File: src/rtl/rtc_tick_irq.sv
module rtc_tick_irq #(
  parameter int RATE0 = 32768,
  parameter int RATE1 = 32000,
  parameter int RATE2 = 38400,
  parameter logic [7:0] A_CTRL = 8'h10,
  parameter logic [7:0] A_STAT = 8'h14,
  parameter logic [7:0] A_MASK = 8'h18
) (
  input  logic        clk,
  input  logic        rst_n,
  input  logic        osc_en,
  input  logic        stopwatch_evt,
  input  logic        alarm_evt,
  input  logic        wr_en,
  input  logic [7:0]  addr,
  input  logic [15:0] wdata,
  output logic [15:0] rdata,
  output logic        tick_1hz,
  output logic        irq
);
  localparam int BASE_HZ = 512;
  localparam int DIV_W   = $clog2(BASE_HZ);
  localparam int ACC_W   = $clog2(RATE2 + BASE_HZ) + 1;
  localparam logic [15:0] IMPL = 16'hFF95;

  logic             en_q;
  logic [1:0]       sel_q;
  logic [ACC_W-1:0] acc_q, acc_sum, rate_w;
  logic [DIV_W-1:0] div_q;
  logic [15:0]      stat_q, mask_q, ev_set;
  logic [DIV_W:0]   tick;
  logic             base_tick;

  wire wr_ctrl = wr_en && addr == A_CTRL;
  wire wr_stat = wr_en && addr == A_STAT;
  wire wr_mask = wr_en && addr == A_MASK;

  always_comb begin
    case (sel_q)
      2'd1:    rate_w = ACC_W'(RATE1);
      2'd2:    rate_w = ACC_W'(RATE2);
      default: rate_w = ACC_W'(RATE0);
    endcase
  end

  assign acc_sum   = acc_q + ACC_W'(BASE_HZ);
  assign base_tick = en_q && osc_en && acc_sum >= rate_w;

  assign tick[0] = base_tick;
  for (genvar k = 1; k <= DIV_W; k++) begin : g_tick
    assign tick[k] = base_tick && (&div_q[k-1:0]);
  end

  assign tick_1hz = tick[DIV_W];

  always_comb begin
    ev_set    = '0;
    ev_set[0] = stopwatch_evt;
    ev_set[2] = alarm_evt;
    ev_set[4] = tick[DIV_W];
    ev_set[7] = tick[DIV_W-1];
    for (int j = 0; j < 8; j++) ev_set[8+j] = tick[7-j];
  end

  always_ff @(posedge clk or negedge rst_n) begin
    if (!rst_n) begin
      en_q  <= 1'b0;
      sel_q <= '0;
    end else if (wr_ctrl) begin
      en_q  <= wdata[7];
      sel_q <= wdata[6:5];
    end
  end

  always_ff @(posedge clk or negedge rst_n) begin
    if (!rst_n) begin
      acc_q <= '0;
      div_q <= '0;
    end else if (!en_q || wr_ctrl) begin
      acc_q <= '0;
      div_q <= '0;
    end else if (osc_en) begin
      acc_q <= base_tick ? acc_sum - rate_w : acc_sum;
      if (base_tick) div_q <= div_q + 1'b1;
    end
  end

  always_ff @(posedge clk or negedge rst_n) begin
    if (!rst_n) begin
      stat_q <= '0;
      mask_q <= '0;
    end else begin
      stat_q <= ((stat_q & ~(wr_stat ? wdata : 16'h0)) | ev_set) & IMPL;
      if (wr_mask) mask_q <= wdata & IMPL;
    end
  end

  assign irq = |(stat_q & mask_q);

  always_comb begin
    case (addr)
      A_CTRL:  rdata = {8'h0, en_q, sel_q, 5'h0};
      A_STAT:  rdata = stat_q;
      A_MASK:  rdata = mask_q;
      default: rdata = '0;
    endcase
  end

  p_acc_bound_r2: assert property (@(posedge clk) disable iff (!rst_n)
    acc_q < rate_w);
  p_held_r10: assert property (@(posedge clk) disable iff (!rst_n)
    !en_q |=> (acc_q == '0 && div_q == '0));
  p_sticky_r6: assert property (@(posedge clk) disable iff (!rst_n)
    !wr_stat |=> ((stat_q & $past(stat_q)) == $past(stat_q)));
  p_set_wins_r7: assert property (@(posedge clk) disable iff (!rst_n)
    alarm_evt |=> stat_q[2]);
  p_tick_recorded_r4: assert property (@(posedge clk) disable iff (!rst_n)
    tick_1hz |=> (stat_q[4] && stat_q[7] && stat_q[15]));
  p_irq_source_r9: assert property (@(posedge clk) disable iff (!rst_n)
    irq |-> (stat_q != '0 && mask_q != '0));
endmodule

File: config.mk
export PLATFORM = sky130hd
export DESIGN_NAME = rtc_tick_irq
export DESIGN_NICKNAME = d
export VERILOG_FILES = /design/src/rtl/rtc_tick_irq.sv
export SDC_FILE = /design/constraint.sdc
export NUM_CORES = 1
export LEC_CHECK = 0
export ABC_AREA = 0
export BUFFER_PORTS_ARGS = -buffer_cell sky130_fd_sc_hd__buf_4
export CAP_MARGIN = 20
export CORE_UTILIZATION = 40
export CTS_CLUSTER_DIAMETER = 120
export DETAILED_ROUTE_END_ITERATION = 8
export GPL_ROUTABILITY_DRIVEN = 0
export GPL_TIMING_DRIVEN = 0
export PLACE_DENSITY_LB_ADDON = 0.05
export SETUP_SLACK_MARGIN = 0.4
export SYNTH_ARGS = -nofsm -noshare
export SYNTH_HDL_FRONTEND = slang
export SYNTH_SLANG_ARGS = --single-unit
File: constraint.sdc
create_clock -name clk -period 4.2 [get_ports clk]
set_clock_uncertainty 0.2 [all_clocks]
set_input_delay 0.21 -clock clk [delete_from_list [all_inputs] [get_ports clk]]
set_output_delay 0.21 -clock clk [all_outputs]
set_load 0.02 [all_outputs]
==> impl_metrics.ini, run 1 <==
[finish]
drive_gt1_frac = 0.257
final_cell_mix = 55 x buf_4, 45 x dfrtp_1, 29 x nand2_1
final_util = 0.538
seqCellArea_um2 = 1130
syn_to_final_growth_pct = 28.1
nets = 420
multiInputGateArea_um2 = 1670
final_common_cell = buf_4
layout.cells.non_filler = 470
finish.instance_area_um2 = 3700
diodes = 0
n_fill_cell = 638

[die]
die_w_um = 87.0
core_um2 = 6870
pin_count = 48
die_y_um = 87.0
std_cell_rows = 30
dieArea_um2 = 7560
start_util = 0.420

[logic_synthesis]
ys.flop_type = dfrtp_1
async_flop_share = 1.00
ys_warn_count = 0
synth_top_cell_by_area = dfrtp_1
syn_avg_cell_area_um2 = 9.75
seq_area_frac_synth = 0.390
ys_types = 57
synth_edf_count = 0
yosys-top-cells-area = dfrtp_1 39%, ha_1 6.5%, a22o_1 6.1%, mux2_2 5.1%, nand2_1 3.8%
synth.top_cell.area_share = 0.390
netlist_area_um2 = 2890
ys_ff_latch = 45
synthCells = 296

[power_and_ir_drop]
power_frac_comb = 0.193
p_int_mw = 0.700
power_density_nw_per_um2 = 258
pwr-share-clk = 0.335
power_frac_seq = 0.471
netSwitchingFraction = 0.266
p_total_mw = 0.953
p_leak_nw = 1.72
ir_worst_vdd_mv = 0.153
p_sw_mw = 0.253

[clock_network]
htree_levels = 2
cts_tree = yes
clockBufferDepth = 2
clock_sinks = 45
cts_root_buf = clkbuf_8
cts_buffers = 5
cts.reportedPaths.clkPinSlew_ps = 80
insertion_delay_ps = 300

[setup_path]
worst-r2r-setup-slack_ps = 770
critPathBufInv = 3
crit_family = simple AND/OR/NAND/NOR gates
cp_max_fo = 7
critical_path.endpoint_type = primary output
cp.arrival_ps = 3070
crit_path_cell_trace = ha_1, nand3_1, xor2_1, inv_1, ha_1, nand4_1, nor2_2, nor4_4, buf_4, a21oi_4, and2_1, buf_4
required_ps = 3790
start_kind = register
r2r-end = div_q[5]
slowest_stage = dfrtp_1
path_class = reg2out
rr_worst_depth = 13
crit_path_max_incr_delay_ps = 500
reg2reg_from = acc_q[9]

[sta]
hold_violations = 0
finalMaxSlewViolations = 0
tightest_slew_ps = 595
grt_setup_unrepaired = no
holdWs_ps = 171
worst_slack_ps = 721
period_share = 0.828
relSlewSlack = 0.604
setup_violations = 0
tns_ps = 0
max_freq_mhz = 287
period_needed_ps = 3480

[detailed_routing]
route.detailed.drc = 0
firstDrtPassIters = 4
wl_mm = 7.64
vias = 2545
final_antenna_net_count = 0
vias_per_cell = 5.41
drt_first_iter_violations = 112
post_drt_wl_per_cell_um = 16.3

[global_route]
grt_pass1_vias = 2448
grt_start_max_net_pins = 46
grt_use_total = 0.216
grt-ovfl-total = 0
antenna_found_initial = 0
grt_pass1_wl_mm = 12.5

[placement]
hpwl_mm = 5.59
io_buffers = 43
place_area_um2 = 3330
dp_slack_ps = 686
dp_cells = 436

[job]
max_cap_viol_count = 0

[hold_path]
hold_class = in2reg
min_delay_path_depth = 3
hold_start = wr_en
hold_path_end = mask_q[15]

[status]
status = finished clean
-- synth_stat cells (2+ instances only) --
library cell / number
a22o_1: 20
and2_1: 5
xnor2_1: 7
a31oi_1: 3
and3_1: 5
nand3_1: 15
nand2b_1: 2
or3_1: 2
dfrtp_1: 45
buf_4: 2
buf_2: 3
nor3_1: 8
mux2i_1: 3
a21o_1: 5
nand3b_1: 2
a221oi_1: 4
nor2b_1: 2
mux2_2: 13
nor3_2: 3
nand2_1: 29
nand4_1: 5
a21oi_1: 10
ha_1: 15
xor2_1: 3
clkbuf_1: 7
o21a_1: 4
o31a_1: 3
nor2_1: 19
a211oi_1: 6
o21ai_0: 8
inv_1: 11
a21boi_0: 2
-- registers in the layout, indices dropped and copies added, names as in the netlist --
register,cells
en_q,1
div_q,9
mask_q,12
sel_q,2
acc_q,9
stat_q,12
-- worst max-delay path by stage --
stage,start,end,slack [ps],cells past startpoint
5_1_grt,acc_q[9],tick_1hz,510,12
6_report,acc_q[9],tick_1hz,720,12
3_3_place_gp,acc_q[9],tick_1hz,720,11
3_5_place_dp,acc_q[9],tick_1hz,690,11
4_1_cts,acc_q[9],tick_1hz,500,10
2_1_floorplan,acc_q[9],div_q[5],1180,11
-- logic make-up (layout without fill, tap and decap cells) --
logic type,count (synthesis),in the layout,synth area share
xor+xnor,10,10,0.0303
mux,16,16,0.0611
buf+inv,24,101,0.0377
simple gates,109,109,0.205
other cells,1,2,0.00130
fa+ha+maj,16,16,0.0720
compound gates,75,75,0.202
flops,45,45,0.390
-- what timing repair did --
item / in CTS / in global routing
endpoints found under the hold margin: 65 / 0
pin swaps: 0 / 3
gates resized for setup: 1 / 2
buffers inserted: 0 / 10
hold buffers: 17 / 0
setup endpoints to repair: 1 / 1
-- layer usage --
metal / vias to the layer above / wire length [µm] / part of all wire / GRT usage
li1: 1253 / - / - / -
met1: 1237 / 3970 / 0.52 / 0.319
met2: 49 / 3320 / 0.43 / 0.336
met3: 6 / 285 / 0.037 / 0.0294
met4: 0 / 72 / 0.0094 / 0.0500
met5: - / 0 / 0 / 0
-- worst register-to-register path, stage by stage (launching register included) --
cell and delay, ps:
dfrtp_1 500, ha_1 280, nand3_1 120, xor2_1 190, inv_1 70, ha_1 370, nand4_1 190, nor2_2 260
nor4_4 70, buf_4 160, buf_4 130, a211oi_2 360, nand3_1 140, mux2_2 280
-- cell type report --
type,count,share of cell area
multi-input combinational,228,0.452
sequential,45,0.305
timing repair buffer,70,0.154
tap,96,0.0325
clock buffer,5,0.0186
buffer,13,0.0183
inverter,11,0.0112
clock inverter,2,0.00948
-- power by group through the flow --
stage | clock network, mW | logic (mW) | registers, mW
after floorplan | 0 | 0.101 | 0.456
after global placement | 0 | 0.159 | 0.457
after detailed placement | 0 | 0.160 | 0.458
after CTS | 0.330 | 0.176 | 0.449
after global routing | 0.352 | 0.204 | 0.451
final | 0.320 | 0.184 | 0.449
Note: power is estimated with default switching activity, not from simulation.
==> inputs of run 2 (changes only) <==
--- a/config.mk
+++ b/config.mk
@@ -5,7 +5,7 @@
 export SDC_FILE = /design/constraint.sdc
 export NUM_CORES = 1
 export LEC_CHECK = 0
-export ABC_AREA = 0
+export ABC_AREA = 1
 export BUFFER_PORTS_ARGS = -buffer_cell sky130_fd_sc_hd__buf_4
 export CAP_MARGIN = 20
 export CORE_UTILIZATION = 40
==> constraint.sdc (replaced) <==
create_clock -name clk -period 3.2 [get_ports clk]
set_clock_uncertainty 0.2 [all_clocks]
set_input_delay 0.16 -clock clk [delete_from_list [all_inputs] [get_ports clk]]
set_output_delay 0.16 -clock clk [all_outputs]
set_load 0.02 [all_outputs]
==> impl_metrics.ini, run 2 <==
[status]
status = finished clean

[logic_synthesis]
ys_ff_latch = 45
netlist_area_um2 = 2990
seq_area_frac_synth = 0.377
synth_edf_count = 0
ys_top_cells_by_count = 112 x nand2_1, 66 x inv_1, 45 x dfrtp_1, 40 x nand3_1, 22 x nor2_1
ys_types = 35
yosysMostFrequentCell = nand2_1
async_flop_share = 1.00
synthCells = 403
yosys-top-cells-area = dfrtp_1 38%, nand2_1 14%, inv_1 8.3%, nand3_1 6.7%, ha_1 6.3%
syn_avg_cell_area_um2 = 7.41
ys_warn_count = 0
ys.flop_type = dfrtp_1
synth.top_cell.area_share = 0.377
synth_top_cell_by_area = dfrtp_1

[hold_path]
min_delay_path_depth = 4
hold_class = in2reg
hold_start = osc_en
hold_path_end = acc_q[10]

[detailed_routing]
wl_met3_um = 337
wl_mm = 7.79
post_drt_wl_per_cell_um = 13.3
final_antenna_net_count = 0
drt_first_iter_violations = 189
met1_length_mm = 3.98
wl_met2_mm = 3.37
vias = 2833
highest_layer = met4
firstDrtPassIters = 4
route.detailed.drc = 0
vias_per_cell = 4.83

[finish]
n_fill_cell = 702
drive_gt1_frac = 0.221
final_cell_mix = 105 x nand2_1, 64 x inv_1, 58 x buf_4
nets = 533
syn_to_final_growth_pct = 33.0
diodes = 0
final_util = 0.548
largest_registers = mask_q x12, stat_q x12
final_common_cell = nand2_1

[job]
max_cap_viol_count = 0

[global_route]
grt_pass1_wl_mm = 12.5
grt_use_total = 0.211
grt-ovfl-total = 0
grt_pass1_vias = 2611
antenna_found_initial = 0
grt_start_max_net_pins = 46

[sta]
period_share = 0.903
setup_violations = 0
finalMaxSlewViolations = 0
max_freq_mhz = 346
grt_setup_unrepaired = yes
period_needed_ps = 2890
relSlewSlack = 0.604
tightest_slew_ps = 593
hold_violations = 0
tns_ps = 0

[clock_network]
clock_sinks = 45
cts_tree = yes
cts_buffers = 5
htree_levels = 2
cts_root_buf = clkbuf_8
insertion_delay_ps = 310
cts.reportedPaths.clkPinSlew_ps = 90
clockBufferDepth = 2

[power_and_ir_drop]
ir_worst_vdd_mv = 0.171
p_total_mw = 1.25
p_leak_nw = 2.08
power_density_nw_per_um2 = 314

[setup_path]
r2r-end = acc_q[13]
start_kind = register
path_class = reg2out
crit_path_max_incr_delay_ps = 450
cp_max_fo = 5
critical_path.endpoint_type = primary output
worst-r2r-setup-slack_ps = 450
rr_worst_depth = 16
required_ps = 2840
slowest_stage = dfrtp_1
cp.arrival_ps = 2530
reg2reg_from = acc_q[10]
crit_path_cell_trace = nand3_2, nor2_4, xor2_2, ha_2, nand2_2, inv_1, a21oi_2, nand2_1, nand2_2, nand2_4, nand2_8, buf_8, nor2_4, buf_6

[die]
dieArea_um2 = 7820
core_um2 = 7250
die_w_um = 88.4
die_y_um = 88.4
pin_count = 48
start_util = 0.412
std_cell_rows = 31

[placement]
hpwl_mm = 5.69
io_buffers = 43
[run 2: routing by layer]
layer  vias to the layer above  GRT usage
met4                         0     0.0557
li1                       1460          -
met1                      1299      0.311
met5                         -          0
met2                        66      0.320
met3                         8     0.0336
[run 2: what timing repair did]
| item | CTS | global route |
|---|---|---|
| endpoints found under the hold margin | 65 | 0 |
| pin swaps | 14 | 16 |
| endpoints found under the setup margin | 5 | 24 |
| resized for setup | 17 | 14 |
| hold buffers | 19 | 0 |
| buffers inserted | 11 | 3 |
[run 2: cells by family after synthesis]
group,count (synthesis),synth area share
AND/OR/NAND/NOR,201,0.299
buffers and inverters,76,0.110
AO/OA/AOI/OAI,51,0.103
flip-flops,45,0.377
adder cells (fa/ha/maj),16,0.0695
XOR/XNOR,10,0.0293
multiplexers,3,0.0113
other,1,0.00126
[run 2: stage by stage]
step | cell area (µm²) | instances | setup slack (ps) | hold slack (ps)
after floorplan | 2990 | 404 | 526 | -336
after global placement | 3440 | 546 | 228 | 1.23
after detailed placement | 3440 | 546 | 252 | 6.44
after CTS | 3880 | 584 | 316 | 20.1
after global routing | 3980 | 587 | 191 | 64.6
final | 3980 | 587 | 312 | 21.4
[run 2: worst max path at each step]
stage,to,from,cells after the start
2_1_floorplan,tick_1hz,acc_q[9],15
3_3_place_gp,tick_1hz,acc_q[9],17
3_5_place_dp,tick_1hz,acc_q[9],16
4_1_cts,tick_1hz,acc_q[10],16
5_1_grt,tick_1hz,acc_q[10],17
6_report,tick_1hz,acc_q[10],14
[run 2: critical path: cells and delay by family, from the launching register on]
| family | cells | cell delay, ps |
|---|---|---|
| AO/OA/AOI/OAI | 1 | 170 |
| XOR/XNOR | 1 | 200 |
| adder cells (fa/ha/maj) | 1 | 340 |
| buffers and inverters | 3 | 270 |
| flip-flops | 1 | 450 |
| AND/OR/NAND/NOR | 8 | 800 |
[run 2: where the power goes]
group	internal, mW	switching [mW]
Combinational	0.0963	0.120
Sequential	0.582	0.00795
Clock	0.235	0.209
Total	0.913	0.336
[run 2: area by class of cell]
type | instances | area [µm²] | share of cell area
Buffer | 10 | 83.8 | 0.0211
Clock buffer | 6 | 72.6 | 0.0183
Clock inverter | 2 | 38.8 | 0.00976
Inverter | 66 | 248 | 0.0623
Multi-Input combinational cell | 283 | 1660 | 0.417
Sequential cell | 45 | 1130 | 0.284
Tap cell | 99 | 124 | 0.0312
Timing Repair Buffer | 76 | 622 | 0.156
==> inputs of run 3 (changes only) <==
--- a/config.mk
+++ b/config.mk
@@ -8,7 +8,9 @@
 export ABC_AREA = 1
 export BUFFER_PORTS_ARGS = -buffer_cell sky130_fd_sc_hd__buf_4
 export CAP_MARGIN = 20
-export CORE_UTILIZATION = 40
+export CELL_PAD_IN_SITES_DETAIL_PLACEMENT = 2
+export CELL_PAD_IN_SITES_GLOBAL_PLACEMENT = 2
+export CORE_UTILIZATION = 29
 export CTS_CLUSTER_DIAMETER = 120
 export DETAILED_ROUTE_END_ITERATION = 8
 export GPL_ROUTABILITY_DRIVEN = 0
==> impl_metrics.ini, run 3 (synthesis results as in run 2) <==
[sta]
holdWs_ps = 2.23
setup_violations = 0
tightest_slew_ps = 617
max_freq_mhz = 339
period_needed_ps = 2950
period_share = 0.921
finalMaxSlewViolations = 0
tns_ps = 0
grt_setup_unrepaired = yes
worst_slack_ps = 252
relSlewSlack = 0.589
hold_violations = 0

[detailed_routing]
highest_layer = met4
route.detailed.drc = 0
post_drt_wl_per_cell_um = 17.2
wl_mm = 10.7
vias_per_cell = 4.79
wl_met3_um = 303
final_antenna_net_count = 0
vias = 2987
drt_first_iter_violations = 82
firstDrtPassIters = 4
met1_length_mm = 5.19
wl_met2_mm = 5.14

[setup_path]
required_ps = 2840
cp_max_fo = 4
critical_path.endpoint_type = primary output
start_kind = register
cp.arrival_ps = 2590
path_class = reg2out

[finish]
final_cell_mix = 104 x nand2_1, 63 x inv_1, 61 x buf_4
final_common_cell = nand2_1
diodes = 0
final_util = 0.416
largest_registers = mask_q x12, stat_q x12
nets = 535
drive_gt1_frac = 0.243
finish.instance_area_um2 = 4110
syn_to_final_growth_pct = 37.4

[power_and_ir_drop]
ir_worst_vdd_mv = 0.174
power_density_nw_per_um2 = 331
p_leak_nw = 2.10

[status]
status = finished clean

[clock_network]
insertion_delay_ps = 310
cts.reportedPaths.clkPinSlew_ps = 90
cts_root_buf = clkbuf_8
cts_tree = yes
clockBufferDepth = 2
clock_sinks = 45
cts_buffers = 5
htree_levels = 2

[global_route]
grt-ovfl-total = 0
antenna_found_initial = 0
grt_pass1_wl_mm = 17.6
grt_pass1_vias = 3386
grt_start_max_net_pins = 46
grt_use_total = 0.208

[die]
core_um2 = 9860
start_util = 0.303
pin_count = 48
die_y_um = 104
die_w_um = 104
std_cell_rows = 36
dieArea_um2 = 10700

[placement]
io_buffers = 43
dp_slack_ps = 137
place_area_um2 = 3480
hpwl_mm = 7.62

[hold_path]
hold_class = in2reg

[job]
max_cap_viol_count = 0
run 3: layout make-up:
type | instances | area, µm²
flip-flops and latches | 45 | 1130
multi-input cells | 283 | 1710
clock inverters | 3 | 65.1
clock buffers | 5 | 68.8
inverters | 66 | 248
repair buffers | 78 | 634
well taps | 133 | 166
plain buffers | 10 | 83.8
fillers | 1123 | 5760
run 3: path summary, 6_finish.rpt:
path | start | endpoint | slack (ps) | depth (start not counted)
setup reg to reg | acc_q[10] | acc_q[12] | 410 | 17
hold / removal | wdata[7] | mask_q[7] | 2 | 3
max in group asynchronous | rst_n | acc_q[9] | 2150 | 2
hold reg to reg | mask_q[7] | mask_q[7] | 300 | 2
min in group asynchronous | rst_n | sel_q[0] | 210 | 2
setup / recovery | acc_q[10] | tick_1hz | 250 | 17
run 3: per-layer routing:
| layer | vias to the layer above | global-route usage |
|---|---|---|
| met4 | 0 | 0.0466 |
| met5 | - | 0 |
| met2 | 42 | 0.356 |
| li1 | 1463 | - |
| met3 | 9 | 0.0308 |
| met1 | 1473 | 0.277 |
run 3: critical path, cell delays in order, from the launching register on:
cell and delay, ps:
dfrtp_2 450, ha_4 180, nand2_4 70, inv_2 40, a21o_1 150, nand2_2 90
inv_2 50, ha_4 280, nand2_2 60, nor2_1 120, nand2_1 90, nand2_1 80
nand2_2 80, nand2_4 110, nand2_8 50, buf_8 120, nor2_4 110, buf_6 120
run 3: power breakdown:
group	leakage (nW)	internal [mW]	switching, mW
Clock	0.0681	0.311	0.216
Sequential	0.559	0.582	0.00934
Combinational	1.47	0.104	0.137
run 3: through the flow:
step           total power [mW]  instances
2_1_floorplan             0.711        404
3_3_place_gp              0.792        580
3_5_place_dp              0.800        580
4_1_cts                    1.36        620
5_1_grt                    1.42        623
6_report                   1.36        623
run 3: repair_timing:
item | 4_1_cts | 5_1_grt
hold buffers | 18 | 0
resized for setup | 22 | 19
buffers inserted | 14 | 3
endpoints found under the setup margin | 29 | 29
endpoints found under the hold margin | 63 | 0
pin swaps | 14 | 11
